### src/rtl/lbs_pkg.sv
package lbs_pkg;
  typedef enum logic [1:0] {
    LBS_W128 = 2'b00,
    LBS_W256 = 2'b01,
    LBS_W512 = 2'b10,
    LBS_WRSV = 2'b11
  } lbs_width_e;
endpackage

### src/rtl/lbs_lane_ctrl.sv
module lbs_lane_ctrl
  import lbs_pkg::*;
#(
  parameter int NUM_LANES = 4
) (
  input  logic [1:0]           width_sel,
  input  logic                 keep_upper,
  output logic [NUM_LANES-1:0] lane_act,
  output logic                 preserve
);
  localparam int CW = $clog2(NUM_LANES + 1);

  lbs_width_e  width;
  logic [CW:0] n_act;

  always_comb begin
    width = lbs_width_e'(width_sel);
    case (width)
      LBS_W128: n_act = (CW+1)'(1);
      LBS_W256: n_act = (CW+1)'(2);
      default:  n_act = (CW+1)'(4);
    endcase
    if (n_act > (CW+1)'(NUM_LANES)) n_act = (CW+1)'(NUM_LANES);
    preserve = keep_upper && (width == LBS_W128);
    for (int i = 0; i < NUM_LANES; i++) begin
      lane_act[i] = ((CW+1)'(i) < n_act);
    end
  end
endmodule

### src/rtl/lbs_lane_shift.sv
module lbs_lane_shift #(
  parameter int LANE_W = 128,
  parameter int CNT_W  = 8
) (
  input  logic [LANE_W-1:0] lane_in,
  input  logic [CNT_W-1:0]  cnt,
  output logic [LANE_W-1:0] lane_out
);
  localparam int BYTES = LANE_W / 8;
  localparam int SH_W  = $clog2(BYTES);

  logic            sat;
  logic [SH_W-1:0] amt;
  logic [SH_W+2:0] bit_amt;

  always_comb begin
    sat      = (cnt >= CNT_W'(BYTES));
    amt      = cnt[SH_W-1:0];
    bit_amt  = {amt, 3'b000};
    lane_out = sat ? '0 : (lane_in >> bit_amt);
  end
endmodule

### src/rtl/lbs_out_stage.sv
module lbs_out_stage #(
  parameter int VEC_W   = 512,
  parameter bit REG_OUT = 1'b1
) (
  input  logic             clk,
  input  logic             rst_n,
  input  logic             in_valid,
  input  logic [VEC_W-1:0] comb_res,
  output logic             out_valid,
  output logic [VEC_W-1:0] result
);
  if (REG_OUT) begin : g_reg
    logic             valid_d, valid_q;
    logic [VEC_W-1:0] data_d, data_q;
    logic             data_en;

    always_comb begin
      data_en = in_valid;
      valid_d = in_valid;
      data_d  = data_en ? comb_res : data_q;
    end

    always_ff @(posedge clk or negedge rst_n) begin
      if (!rst_n) begin
        valid_q <= 1'b0;
        data_q  <= '0;
      end else begin
        valid_q <= valid_d;
        data_q  <= data_d;
      end
    end

    assign out_valid = valid_q;
    assign result    = data_q;
  end else begin : g_comb
    assign out_valid = in_valid;
    assign result    = comb_res;
  end
endmodule

### src/rtl/lane_bsr_top.sv
module lane_bsr_top #(
  parameter int LANE_W    = 128,
  parameter int NUM_LANES = 4,
  parameter int CNT_W     = 8,
  parameter bit REG_OUT   = 1'b1,
  localparam int VEC_W    = LANE_W * NUM_LANES
) (
  input  logic             clk,
  input  logic             rst_n,
  input  logic             in_valid,
  input  logic [VEC_W-1:0] src_vec,
  input  logic [VEC_W-1:0] prior_dst,
  input  logic [CNT_W-1:0] byte_cnt,
  input  logic [1:0]       width_sel,
  input  logic             keep_upper,
  output logic             out_valid,
  output logic [VEC_W-1:0] result
);
  logic [NUM_LANES-1:0] lane_act;
  logic                 preserve;
  logic [VEC_W-1:0]     comb_res;

  lbs_lane_ctrl #(.NUM_LANES(NUM_LANES)) u_ctrl (
    .width_sel (width_sel),
    .keep_upper(keep_upper),
    .lane_act  (lane_act),
    .preserve  (preserve)
  );

  for (genvar gi = 0; gi < NUM_LANES; gi++) begin : g_lane
    logic [LANE_W-1:0] lane_in;
    logic [LANE_W-1:0] lane_sh;

    if (gi == 0) begin : g_first
      assign lane_in = preserve ? prior_dst[LANE_W-1:0] : src_vec[LANE_W-1:0];
    end else begin : g_rest
      assign lane_in = src_vec[gi*LANE_W +: LANE_W];
    end

    lbs_lane_shift #(.LANE_W(LANE_W), .CNT_W(CNT_W)) u_shift (
      .lane_in (lane_in),
      .cnt     (byte_cnt),
      .lane_out(lane_sh)
    );

    always_comb begin
      if (lane_act[gi])  comb_res[gi*LANE_W +: LANE_W] = lane_sh;
      else if (preserve) comb_res[gi*LANE_W +: LANE_W] = prior_dst[gi*LANE_W +: LANE_W];
      else               comb_res[gi*LANE_W +: LANE_W] = '0;
    end
  end

  lbs_out_stage #(.VEC_W(VEC_W), .REG_OUT(REG_OUT)) u_out (
    .clk      (clk),
    .rst_n    (rst_n),
    .in_valid (in_valid),
    .comb_res (comb_res),
    .out_valid(out_valid),
    .result   (result)
  );
endmodule

### config.mk
export PLATFORM = sky130hd
export DESIGN_NAME = lane_bsr_top
export DESIGN_NICKNAME = d
export VERILOG_FILES = /design/src/rtl/lbs_pkg.sv /design/src/rtl/lbs_lane_ctrl.sv /design/src/rtl/lbs_lane_shift.sv /design/src/rtl/lbs_out_stage.sv /design/src/rtl/lane_bsr_top.sv
export SDC_FILE = /design/constraint.sdc
export NUM_CORES = 2
export LEC_CHECK = 0
export BUFFER_PORTS_ARGS = -buffer_cell sky130_fd_sc_hd__buf_2
export CORE_AREA = 3 3 598 600
export DETAILED_ROUTE_END_ITERATION = 10
export DIE_AREA = 0 0 601 603
export SYNTH_ARGS = -nofsm -noshare
export SYNTH_HDL_FRONTEND = slang
export SYNTH_SLANG_ARGS = --single-unit
export TNS_END_PERCENT = 20
### constraint.sdc
create_clock -name clk -period 2.7 [get_ports clk]
set_input_delay 0.54 -clock clk [delete_from_list [all_inputs] [get_ports clk]]
set_output_delay 0.54 -clock clk [all_outputs]
set_load 0.02 [all_outputs]
==> out/metrics.cfg <==
[outcome]
status=completed

[pwr]
powerDensity_nw_per_um2=470
internal_power_uw=18700
comb_power_share_pct=34.5
leakagePower_uw=0.0284
ir_worst_vdd_v=0.000428
seqPwrFrac_pct=28.2
swShare_pct=38.4
clkPwrFrac_pct=37.2
p_switching_uw=11600

[worst_setup_path]
endpoint_kind=flop
r2r_start=u_out.result[6]$_DFFE_PN0P_
crit_fanout=19
critical_path_class=in2reg
r2r_slack_ns=1.36
r2r-end=u_out.result[6]$_DFFE_PN0P_
required_ns=3.33
startpoint_type=primary input
reg2reg_depth=2
critPathLaunch=byte_cnt[0]
arrival_ns=2.97

[die]
initial_utilization_pct=11.4
ios=1551
core_um2=353000
rows=218
die-height_um=603
die_area_um2=362000
die_x_um=601

[timing]
slew_headroom_pct=5.53
rsz0062_at_grt=no
skew_ns=0
worstMarginPinSlew_ns=1.41
fmax_mhz=428
finalHoldViolations=0
fin_ws_ns=0.361
finalCriticalPeriod_ns=2.34
finalSetupViolCount=0
timing.final.crit_share_pct=86.6
drv_slew=0

[clocking]
htreeDepth=3
cts_root_buf=clkbuf_16
path_clk_slew_ns=0.07
cts_resized=0
cts_made_buffers=79
tritoncts=built
clk_path_buf_depth=4
cts.sinks=513
clkLatencyLatePin_ns=0.82

[routing]
routed_via_density=4.72
drt-met1-wl_mm=169
top_layer_used=met5
drc=0
dr.pass1.iters=7
antenna_left=0
dr_wl_met3_mm=63.1
vias=52500
drtIter0Drc=8256
wl_per_cell_um=41.3
dr_wl_met2_mm=194
routed_wirelength_mm=459

[logic_synthesis]
syn_area_um2=40100
yosysWarnings=0
syn_nets=5020
synth_cells=3981
ys.flop_type=dfrtp_1
yosysSeqAreaShare_pct=32.0
synth_area_per_cell_um2=10.1
ys_types=64
ys_seq_elements=513
async_flop_share_pct=100
synth_edf_count=0

[min_path]
hp-class=in2reg
min_from=prior_dst[447]
min_to=u_out.result[447]$_DFFE_PN0P_
hold-path-cell-count=3

[global_route]
antenna_found_initial=402
grt_pass1_vias=48200
grt_max_degree=115
grt_first_pass_wirelength_mm=568
grt_overflow=0
grt_use_total_pct=24.2

[finish]
multi_input_area_um2=25500
final_net_count=7207
drive_gt1_share_pct=48.4
syn_to_final_growth_pct=60.7
final-seq-area_um2=12800
n_fill_cell=39500
utilization_pct=18.3

[placement]
gp_congestion=1.05
post-place-ws_ns=-0.549
dp_hpwl_mm=402
io_buffers=1550

[run]
max_cap_violations=0

## synth_stat cells, drive strengths merged, types with 3 or more instances
cell type | instances | share of area [%]
and3 | 8 | 0.12
nand2 | 431 | 4.0
clkbuf | 245 | 2.3
nor3 | 32 | 0.41
nand2b | 6 | 0.094
o211a | 4 | 0.10
a32o | 4 | 0.10
a211oi | 5 | 0.094
o22ai | 49 | 0.76
or3 | 3 | 0.047
a21oi | 351 | 4.4
a221oi | 234 | 5.1
mux2 | 94 | 2.6
o211ai | 8 | 0.15
a22o | 38 | 0.83
o21a | 6 | 0.11
inv | 15 | 0.14
o221a | 3 | 0.084
buf | 176 | 2.2
or2 | 8 | 0.12
nor2 | 635 | 5.9
o2bb2ai | 51 | 1.1
nand3 | 16 | 0.20
a21o | 13 | 0.24
nor3b | 3 | 0.081
o221ai | 19 | 0.41
nand3b | 3 | 0.056
a211o | 10 | 0.22
dfrtp | 513 | 32
a222oi | 89 | 2.2
a22oi | 60 | 1.1
o21ai | 112 | 1.4
mux2i | 249 | 6.3
a221o | 18 | 0.45
a2bb2oi | 13 | 0.28
nor2b | 5 | 0.078
o22a | 12 | 0.26
or4 | 5 | 0.094
mux4 | 414 | 23
## final cells by class
class,instances,area share (%)
Sequential cell,513,19.9
Clock buffer,105,3.50
Antenna cell,167,0.648
Inverter,15,0.122
Tap cell,4730,9.18
Clock inverter,35,0.638
Timing Repair Buffer,2527,26.4
Multi-Input combinational cell,3032,39.6
## placed cells by master, fill, tap and decap left out, types with 49 or more instances in the layout
| master | instances |
|---|---|
| a222oi_1 | 89 |
| nor2_1 | 629 |
| clkbuf_16 | 80 |
| dlygate4sd3_1 | 195 |
| a21oi_1 | 351 |
| diode_2 | 167 |
| mux4_2 | 414 |
| a22oi_1 | 60 |
| buf_4 | 669 |
| o22ai_1 | 49 |
| mux2_2 | 94 |
| buf_12 | 112 |
| mux2i_1 | 245 |
| o2bb2ai_1 | 51 |
| nand2_1 | 431 |
| dfrtp_1 | 513 |
| o21ai_0 | 102 |
| a221oi_1 | 233 |
| buf_2 | 1545 |
## power by group through the flow
| stage | clock [uW] | sequential (uW) | combinational [uW] |
|---|---|---|---|
| final | 11300 | 8560 | 10500 |
| after detailed placement | 0 | 8670 | 10100 |
| after global routing | 11700 | 8600 | 10800 |
| after global placement | 0 | 8670 | 10100 |
| after CTS | 11500 | 8550 | 10400 |
| after floorplan | 0 | 9210 | 3430 |
## state kept, by name, summed over array words and instances (netlist names)
register / cells
u_out.result: 512
u_out.out_valid: 1
## metal layers
| metal | track usage [%] | vias up |
|---|---|---|
| met4 | 12.7 | 260 |
| met2 | 36.4 | 4434 |
| met1 | 27.7 | 26300 |
| met3 | 12.5 | 1273 |
| li1 | - | 20200 |
| met5 | 0 | - |
## worst max path at each step
| stage | to | cells after the start |
|---|---|---|
| after global placement | u_out.result[321]$_DFFE_PN0P_ | 10 |
| after CTS | result[129] | 1 |
| final | u_out.result[155]$_DFFE_PN0P_ | 9 |
| after floorplan | u_out.result[41]$_DFFE_PN0P_ | 7 |
| after detailed placement | u_out.result[155]$_DFFE_PN0P_ | 9 |
| after global routing | u_out.result[155]$_DFFE_PN0P_ | 9 |
## stage by stage
| step | TNS, ns | area, um2 | total power [uW] | hold slack, ns | std cells |
|---|---|---|---|---|---|
| finish | 0 | 64500 | 30300 | 0.0691 | 11100 |
| global route | 0 | 64200 | 31100 | 0.0351 | 11000 |
| CTS | 0 | 64100 | 30400 | 0.000112 | 11000 |
| detailed placement | -44.07 | 59400 | 18800 | 0.468 | 10600 |
| global placement | -44.00 | 59400 | 18800 | 0.465 | 10600 |
| floorplan | 0 | 40100 | 12600 | 0.244 | 3981 |
## repair_timing
action	CTS	global route
buffers inserted	0	0
setup endpoints to repair	0	0
hold buffers	195	0
endpoints found under the hold margin	215	0
## worst max-delay path, stage by stage
cell and delay, ns:
buf_8 0.25, buf_12 0.24, buf_4 0.25, mux4_2 0.52, mux2i_1 0.58, buf_4 0.22
o22ai_1 0.07, a21oi_1 0.13, a21oi_1 0.08
## cell families after synthesis
group | after synthesis | synth area share (%)
AOI/OAI and AO/OA | 1110 | 19.7
adders and majority gates | 1 | 0.0312
buffers and inverters | 436 | 4.64
DFF | 513 | 32.0
muxes | 757 | 32.1
and+or+nand+nor | 1164 | 11.5
No activity file was read; power rests on OpenSTA's default activity.
